**src/rtl/dtr_pkg.sv**
```systemverilog
package dtr_pkg;
  typedef enum logic [1:0] {
    FLT_NONE = 2'd0,
    FLT_UD   = 2'd1,
    FLT_GP   = 2'd2,
    FLT_NP   = 2'd3
  } fault_e;

  typedef enum logic [2:0] {
    ST_IDLE, ST_RD_LO, ST_RD_HI, ST_EVAL, ST_WR_HI
  } state_e;

  localparam logic [3:0] TY_LDT      = 4'h2;
  localparam logic [3:0] TY_TSS16_AV = 4'h1;
  localparam logic [3:0] TY_TSS32_AV = 4'h9;
  localparam int         BUSY_BIT    = 9;
  localparam int         SYS_BIT     = 12;
  localparam int         PRES_BIT    = 15;

  // error code carried by selector-related faults
  function automatic logic [15:0] sel_err(input logic [15:0] s);
    return {s[15:2], 2'b00};
  endfunction

  // byte offset of the entry inside the table
  function automatic logic [15:0] entry_off(input logic [15:0] s);
    return {s[15:3], 3'b000};
  endfunction

  // last byte offset covered by the entry
  function automatic logic [15:0] entry_end(input logic [15:0] s);
    return {s[15:3], 3'b111};
  endfunction

  function automatic logic is_null(input logic [15:0] s);
    return s[15:2] == 14'd0;
  endfunction
endpackage

```
**src/rtl/dtr_sel_check.sv**
```systemverilog
module dtr_sel_check
  import dtr_pkg::*;
(
  input  logic        prot_mode,
  input  logic [1:0]  cpl,
  input  logic        load_tr,
  input  logic [15:0] selector,
  input  logic [15:0] table_limit,
  output fault_e      pre_fault,
  output logic [15:0] pre_code,
  output logic        null_ldt
);
  always_comb begin
    pre_fault = FLT_NONE;
    pre_code  = 16'd0;
    null_ldt  = 1'b0;
    if (!prot_mode) begin
      pre_fault = FLT_UD;
    end else if (cpl != 2'd0) begin
      pre_fault = FLT_GP;
    end else if (is_null(selector)) begin
      if (load_tr) pre_fault = FLT_GP;
      else         null_ldt  = 1'b1;
    end else if (selector[2]) begin
      pre_fault = FLT_GP;
      pre_code  = sel_err(selector);
    end else if (entry_end(selector) > table_limit) begin
      pre_fault = FLT_GP;
      pre_code  = sel_err(selector);
    end
  end
endmodule

```
**src/rtl/dtr_desc_check.sv**
```systemverilog
module dtr_desc_check
  import dtr_pkg::*;
(
  input  logic        load_tr,
  input  logic [15:0] selector,
  input  logic [31:0] desc_hi,
  output fault_e      desc_fault,
  output logic [15:0] desc_code
);
  logic [3:0] ty;
  logic       type_ok;

  assign ty = desc_hi[11:8];

  always_comb begin
    if (desc_hi[SYS_BIT])
      type_ok = 1'b0;
    else if (load_tr)
      type_ok = (ty == TY_TSS16_AV) || (ty == TY_TSS32_AV);
    else
      type_ok = (ty == TY_LDT);
  end

  always_comb begin
    desc_fault = FLT_NONE;
    desc_code  = 16'd0;
    if (!type_ok) begin
      desc_fault = FLT_GP;
      desc_code  = sel_err(selector);
    end else if (!desc_hi[PRES_BIT]) begin
      desc_fault = FLT_NP;
      desc_code  = sel_err(selector);
    end
  end
endmodule

```
**src/rtl/dtr_load_seq.sv**
```systemverilog
module dtr_load_seq
  import dtr_pkg::*;
#(
  parameter int ADDR_W = 32
) (
  input  logic              clk,
  input  logic              rst_n,
  input  logic              start,
  input  logic              load_tr,
  input  logic [15:0]       selector,
  input  logic [1:0]        cpl,
  input  logic              prot_mode,
  input  logic [ADDR_W-1:0] table_base,
  input  logic [15:0]       table_limit,
  output logic              mem_req,
  output logic              mem_we,
  output logic [ADDR_W-1:0] mem_addr,
  output logic [31:0]       mem_wdata,
  input  logic [31:0]       mem_rdata,
  input  logic              mem_ack,
  output logic [15:0]       ldt_sel,
  output logic [63:0]       ldt_desc,
  output logic              ldt_valid,
  output logic [15:0]       tr_sel,
  output logic [63:0]       tr_desc,
  output logic              tr_valid,
  output logic              done,
  output logic [1:0]        fault_kind,
  output logic [15:0]       err_code
);
  localparam logic [ADDR_W-1:0] HI_STEP = ADDR_W'(4);

  state_e            state;
  logic              r_tr;
  logic [15:0]       r_sel;
  logic [ADDR_W-1:0] r_base;
  logic [31:0]       lo_q, hi_q;
  fault_e            fault_q;

  fault_e      pre_fault, desc_fault;
  logic [15:0] pre_code, desc_code;
  logic        null_ldt;

  dtr_sel_check u_sel (
    .prot_mode (prot_mode),
    .cpl       (cpl),
    .load_tr   (load_tr),
    .selector  (selector),
    .table_limit(table_limit),
    .pre_fault (pre_fault),
    .pre_code  (pre_code),
    .null_ldt  (null_ldt)
  );

  dtr_desc_check u_desc (
    .load_tr   (r_tr),
    .selector  (r_sel),
    .desc_hi   (hi_q),
    .desc_fault(desc_fault),
    .desc_code (desc_code)
  );

  // named internal events
  logic accept, pre_fail, eval_fail, finish_ldt, finish_tr;
  assign accept     = (state == ST_IDLE) && start;
  assign pre_fail   = accept && (pre_fault != FLT_NONE);
  assign eval_fail  = (state == ST_EVAL) && (desc_fault != FLT_NONE);
  assign finish_ldt = (state == ST_EVAL) && (desc_fault == FLT_NONE) && !r_tr;
  assign finish_tr  = (state == ST_WR_HI) && mem_ack;

  assign mem_req   = (state == ST_RD_LO) || (state == ST_RD_HI) || (state == ST_WR_HI);
  assign mem_we    = (state == ST_WR_HI);
  assign mem_addr  = r_base + ADDR_W'(entry_off(r_sel)) + ((state == ST_RD_LO) ? '0 : HI_STEP);
  assign mem_wdata = hi_q | (32'd1 << BUSY_BIT);
  assign fault_kind = fault_q;

  always_ff @(posedge clk) begin
    if (!rst_n) begin
      state     <= ST_IDLE;
      r_tr      <= 1'b0;
      r_sel     <= '0;
      r_base    <= '0;
      lo_q      <= '0;
      hi_q      <= '0;
      ldt_sel   <= '0;
      ldt_desc  <= '0;
      ldt_valid <= 1'b0;
      tr_sel    <= '0;
      tr_desc   <= '0;
      tr_valid  <= 1'b0;
      done      <= 1'b0;
      fault_q   <= FLT_NONE;
      err_code  <= '0;
    end else begin
      done <= 1'b0;
      unique case (state)
        ST_IDLE: if (start) begin
          r_tr   <= load_tr;
          r_sel  <= selector;
          r_base <= table_base;
          if (pre_fail) begin
            done     <= 1'b1;
            fault_q  <= pre_fault;
            err_code <= pre_code;
          end else if (null_ldt) begin
            ldt_sel   <= selector;
            ldt_valid <= 1'b0;
            done      <= 1'b1;
            fault_q   <= FLT_NONE;
            err_code  <= '0;
          end else begin
            state <= ST_RD_LO;
          end
        end
        ST_RD_LO: if (mem_ack) begin
          lo_q  <= mem_rdata;
          state <= ST_RD_HI;
        end
        ST_RD_HI: if (mem_ack) begin
          hi_q  <= mem_rdata;
          state <= ST_EVAL;
        end
        ST_EVAL: begin
          if (eval_fail) begin
            done     <= 1'b1;
            fault_q  <= desc_fault;
            err_code <= desc_code;
            state    <= ST_IDLE;
          end else if (r_tr) begin
            state <= ST_WR_HI;
          end else begin
            ldt_sel   <= r_sel;
            ldt_desc  <= {hi_q, lo_q};
            ldt_valid <= 1'b1;
            done      <= 1'b1;
            fault_q   <= FLT_NONE;
            err_code  <= '0;
            state     <= ST_IDLE;
          end
        end
        ST_WR_HI: if (mem_ack) begin
          tr_sel   <= r_sel;
          tr_desc  <= {hi_q, lo_q};
          tr_valid <= 1'b1;
          done     <= 1'b1;
          fault_q  <= FLT_NONE;
          err_code <= '0;
          state    <= ST_IDLE;
        end
        default: state <= ST_IDLE;
      endcase
    end
  end

  // outside protected mode a start ends at once with undefined opcode
  a_r1_mode_ud: assert property (@(posedge clk) disable iff (!rst_n)
    (state == ST_IDLE && start && !prot_mode) |=> (done && fault_kind == 2'd1 && !mem_req));

  // a pending request keeps its address and direction until acknowledged
  a_r7_req_hold: assert property (@(posedge clk) disable iff (!rst_n)
    (mem_req && !mem_ack) |=> (mem_req && $stable(mem_addr) && $stable(mem_we)));

  // only task register loads write, and the written word carries busy
  a_r11_write_busy: assert property (@(posedge clk) disable iff (!rst_n)
    (mem_req && mem_we) |-> (r_tr && mem_wdata[BUSY_BIT]));

  // done is a single-cycle pulse
  a_r12_done_pulse: assert property (@(posedge clk) disable iff (!rst_n)
    done |=> !done);

  // a faulting finish leaves stored state unchanged
  a_r12_fault_keeps: assert property (@(posedge clk) disable iff (!rst_n)
    (done && fault_kind != 2'd0) |-> ($stable(ldt_sel) && $stable(ldt_valid) &&
                                      $stable(tr_sel) && $stable(tr_valid) &&
                                      $stable(ldt_desc) && $stable(tr_desc)));

  // a not-present fault only follows a completed descriptor read
  a_r9_np_after_read: assert property (@(posedge clk) disable iff (!rst_n)
    (eval_fail && desc_fault == FLT_NP) |-> !hi_q[PRES_BIT]);
endmodule

```
**config.mk**
```make
export PLATFORM = sky130hd
export DESIGN_NAME = dtr_load_seq
export DESIGN_NICKNAME = d
export VERILOG_FILES = /design/src/rtl/dtr_pkg.sv /design/src/rtl/dtr_sel_check.sv /design/src/rtl/dtr_desc_check.sv /design/src/rtl/dtr_load_seq.sv
export SDC_FILE = /design/constraint.sdc
export NUM_CORES = 1
export LEC_CHECK = 0
export BUFFER_PORTS_ARGS = -buffer_cell sky130_fd_sc_hd__buf_2
export CAP_MARGIN = 10
export CORE_ASPECT_RATIO = 1.25
export CORE_UTILIZATION = 50
export CTS_BUF_LIST = sky130_fd_sc_hd__clkbuf_2 sky130_fd_sc_hd__clkbuf_4 sky130_fd_sc_hd__clkbuf_8
export DETAILED_ROUTE_END_ITERATION = 7
export PLACE_DENSITY = 0.77
export SLEW_MARGIN = 40
export SYNTH_ARGS = -nofsm -noshare
export SYNTH_HDL_FRONTEND = slang
export SYNTH_SLANG_ARGS = --single-unit
```
**constraint.sdc**
```tcl
create_clock -name clk -period 4.5 [get_ports clk]
set_input_delay 1.35 -clock clk [delete_from_list [all_inputs] [get_ports clk]]
set_output_delay 1.35 -clock clk [all_outputs]
set_load 0.05 [all_outputs]
```
==> flow_metrics.py <==
metrics = {
    "clock_tree": {
        "cts_max_level": 2,
        "cts_inserted_buffers": 46,
        "clk_transition_reported_paths_ns": 0.06,
        "cts.root.buffer_cell": "clkbuf_8",
        "worst_skew_pair.late_latency_ns": 0.56,
        "tritoncts_clock_tree": "done",
        "ctsLongestPathBuffers": 3,
        "clkSinkCount": 295,
    },
    "global_routing": {
        "grt.busiest_layer": "met2",
        "groute.layer.met2.usage_pct": 49.98,
        "antenna_found_initial": 6,
        "first_global_vias": 11010,
        "grt_pass1_wl_um": 58230,
        "grt_max_degree": 158,
        "grt_use_total_pct": 29.53,
        "gr-total-overflow": 0,
        "m3_gr_usage_pct": 6.808,
        "grt.met1_usage_pct": 34.36,
    },
    "setup_path": {
        "timing.critical_path.cells": "and2b_1, nand2b_1, ha_2, inv_2, fa_2, nor2b_2, o31a_1, o2111ai_2, and3_4, or3_4, xnor2_2, buf_6",
        "crit_fanout": 8,
        "cp_top_family": "simple AND/OR/NAND/NOR gates",
        "crit_path_top_delay_cell": "fa_2",
        "timing.setup.critical_path_class": "flop to output pin",
        "startpoint_type": "flop",
        "worst_setup_path_end_kind": "output pin",
        "arrival_ns": 3.05,
        "critPathMaxStageDelay_ns": 0.35,
        "worst-endpoint-required_ns": 3.15,
        "worst-path-buf-inv": 2,
    },
    "route": {
        "avgRoutedWirePerCell_um": 17.45,
        "detailroute.via_count": 11840,
        "route.detailed.drc": 0,
        "drtPass1Iterations": 5,
        "ant_nets": 0,
        "vias_per_cell": 5.406,
        "dr.first_iter.drc_count": 709,
        "finalWirelength_um": 38210,
    },
    "sta": {
        "period_share_pct": 97.67,
        "timing_max_transition_violations_final": 0,
        "tightest_slew_ns": 0.7663,
        "maxSlewHeadroom_pct": 48.91,
        "clock-skew-final_ns": 0.02553,
        "fin_crit_ns": 4.395,
        "timing.final.hold_violations": 0,
        "final.setup.tns_ns": 0,
        "rsz0062_at_grt": "true",
        "finalWorstSetupSlack_ns": 0.1046,
        "setup_viol": 0,
        "fmax_mhz": 227.5,
    },
    "synthesis": {
        "synth-main-ff-cell": "dfxtp_1",
        "synth_seq_area_share_pct": 48.53,
        "synth_cells": 1544,
        "mapped_area_mm2": 0.01217,
        "synth-seq-cells": 295,
        "synth.yosys.warnings": 0,
        "synth.lib_cells_used.distinct": 66,
        "ys_async_sr_fraction_pct": 0,
        "netlist.top_cell.by_area": "dfxtp_1",
        "syn_area_per_cell_um2": 7.881,
        "synth_enable_flop_cells": 0,
        "synth.top_cell.area_share_pct": 48.53,
        "ys_top_cells_by_area": "dfxtp_1, nand2_1, a21oi_1",
    },
    "final_layout": {
        "flow.area_growth_from_synthesis_pct": 23.56,
        "final_net_count": 1959,
        "final_cells": 2190,
        "layout-drive-gt1-share_pct": 27.26,
        "post-route-util_pct": 63.16,
    },
    "run_status": {
        "status": "finished, final reports clean",
    },
    "hold_path": {
        "holdCritPathClass": "flop to flop",
    },
    "floorplanning": {
        "die_w_um": 141.5,
        "die_y_um": 176.4,
        "starting_density_pct": 51.11,
        "pin_count": 351,
        "core_area_mm2": 0.02381,
        "num_rows": 63,
        "die_area_mm2": 0.02497,
    },
    "placement": {
        "numPortBuffers": 347,
        "number_of_cells_in_the_design_after_placement": 2097,
        "finalWeightedCongestion": 0.9685,
        "dp.final_hpwl_um": 25400,
        "detailedPlace.worstSlack_ns": 0.3205,
    },
    "pwr": {
        "total_power_w": 0.005778,
        "power_leakage_nw": 6.540,
        "pwr_density_cell_mw_per_mm2": 384.3,
        "ir_drop_mv": 0.3383,
    },
    "flow_run": {
        "maxCapViolCount": 0,
    },
}
power breakdown:
part           switching, W  internal (W)  total [W]
clock network       0.00107       0.00145    0.00252
logic              0.000391      0.000166   0.000557
registers         0.0000463       0.00265    0.00270
area by class of cell:
class	count	area (µm²)
Antenna cell	5	12.51
Clock buffer	69	893.4
Clock inverter	12	155.1
Fill cell	2169	8771
Inverter	22	90.09
Multi-Input combinational cell	1089	5599
Sequential cell	295	5907
Tap cell	325	406.6
Timing Repair Buffer	373	1971
cells by family (layout without fill, tap and decap cells):
logic type               count (synthesis)  in the layout  synth area share, %
AND/OR/NAND/NOR                        687            687                23.39
buffers and inverters                  161            476                6.252
other                                    2              8              0.06172
multiplexers                             2              2               0.1748
flip-flops                             295            295                48.53
AO/OA/AOI/OAI                          342            342                16.70
XOR/XNOR                                27             27                1.943
adder cells (fa/ha/maj)                 28             28                2.941
sequential cells by signal, indices dropped and copies added, names as in the netlist:
signal and flops:
err_code 14, r_base 32, r_tr 1, hi_q 32, lo_q 32, tr_valid 1, state 3, done 1
ldt_sel 16, fault_kind 2, tr_sel 16, r_sel 16, tr_desc 64, ldt_desc 64, ldt_valid 1
stage by stage:
step                      hold slack [ns]  area [µm²]
final                              0.4499       15030
after global routing               0.4621       15030
after CTS                          0.4530       14970
after detailed placement           0.4439       13860
after global placement             0.4388       13840
after floorplan                    0.4367       12180
cell usage in the layout, fill, tap and decap left out, drive strengths merged, types with 3 or more instances in the layout:
cell type / count
diode: 5
o221a: 16
dfxtp: 295
clkinv: 6
clkbuf: 71
nand2: 530
nor2: 59
nor2b: 3
a221o: 15
and2: 6
nand4: 7
bufinv: 3
a211o: 3
and3: 20
o211ai: 6
xnor2: 16
a21o: 3
ha: 27
conb: 3
nand3: 10
o21a: 4
xor2: 11
a211oi: 3
nor3: 29
inv: 24
a21oi: 266
nor4: 6
or3: 5
buf: 371
o21ai: 13
final timing paths:
| check | startpoint | end | slack, ns | cells past startpoint |
|---|---|---|---|---|
| setup / recovery | state[2]$_SDFFE_PN0P_ | mem_addr[20] | 0.10 | 12 |
| hold / removal | tr_sel[6]$_SDFFE_PN0P_ | tr_sel[6]$_SDFFE_PN0P_ | 0.45 | 2 |
| setup reg to reg | state[2]$_SDFFE_PN0P_ | ldt_sel[0]$_SDFFE_PN0P_ | 1.92 | 9 |
| hold reg to reg | tr_sel[6]$_SDFFE_PN0P_ | tr_sel[6]$_SDFFE_PN0P_ | 0.45 | 2 |
worst register-to-register path, cell delays in order, from the launching register on:
cell	delay, ns
dfxtp_2	0.32
and2b_1	0.18
buf_4	0.13
buf_4	0.12
buf_4	0.14
nand2_2	0.37
nor2_1	0.22
nor2_4	0.46
a21oi_4	0.19
o221a_2	0.33
repair_timing:
action / in CTS / in global routing
gates cloned: 0 / 0
resized for setup: 11 / 16
setup endpoints to repair: 8 / 15
hold buffers: 0 / 0
pin swaps: 6 / 5
hold endpoints to repair: 0 / 0
buffers inserted: 4 / 3
cells in the mapped netlist, drive strengths merged (4+ instances only):
cell    number
inv         21
nor2        59
nand4        7
nand3       10
nand2      530
or3          5
xor2        11
o21ai       13
a21oi      266
o211ai       6
a221o       15
ha          27
clkbuf      87
buf         52
o221a       16
nor3        29
and2         6
and3        20
dfxtp      295
o21a         4
xnor2       16
nor4         6
routing by layer:
layer / up-vias / routed length [µm] / part of all wire, %
met5: - / 11 / 0.029
met4: 2 / 2106 / 5.5
met3: 135 / 3105 / 8.1
met2: 531 / 18150 / 47
met1: 5495 / 14840 / 39
li1: 5676 / - / -
Power figures use the tool's default switching activity.
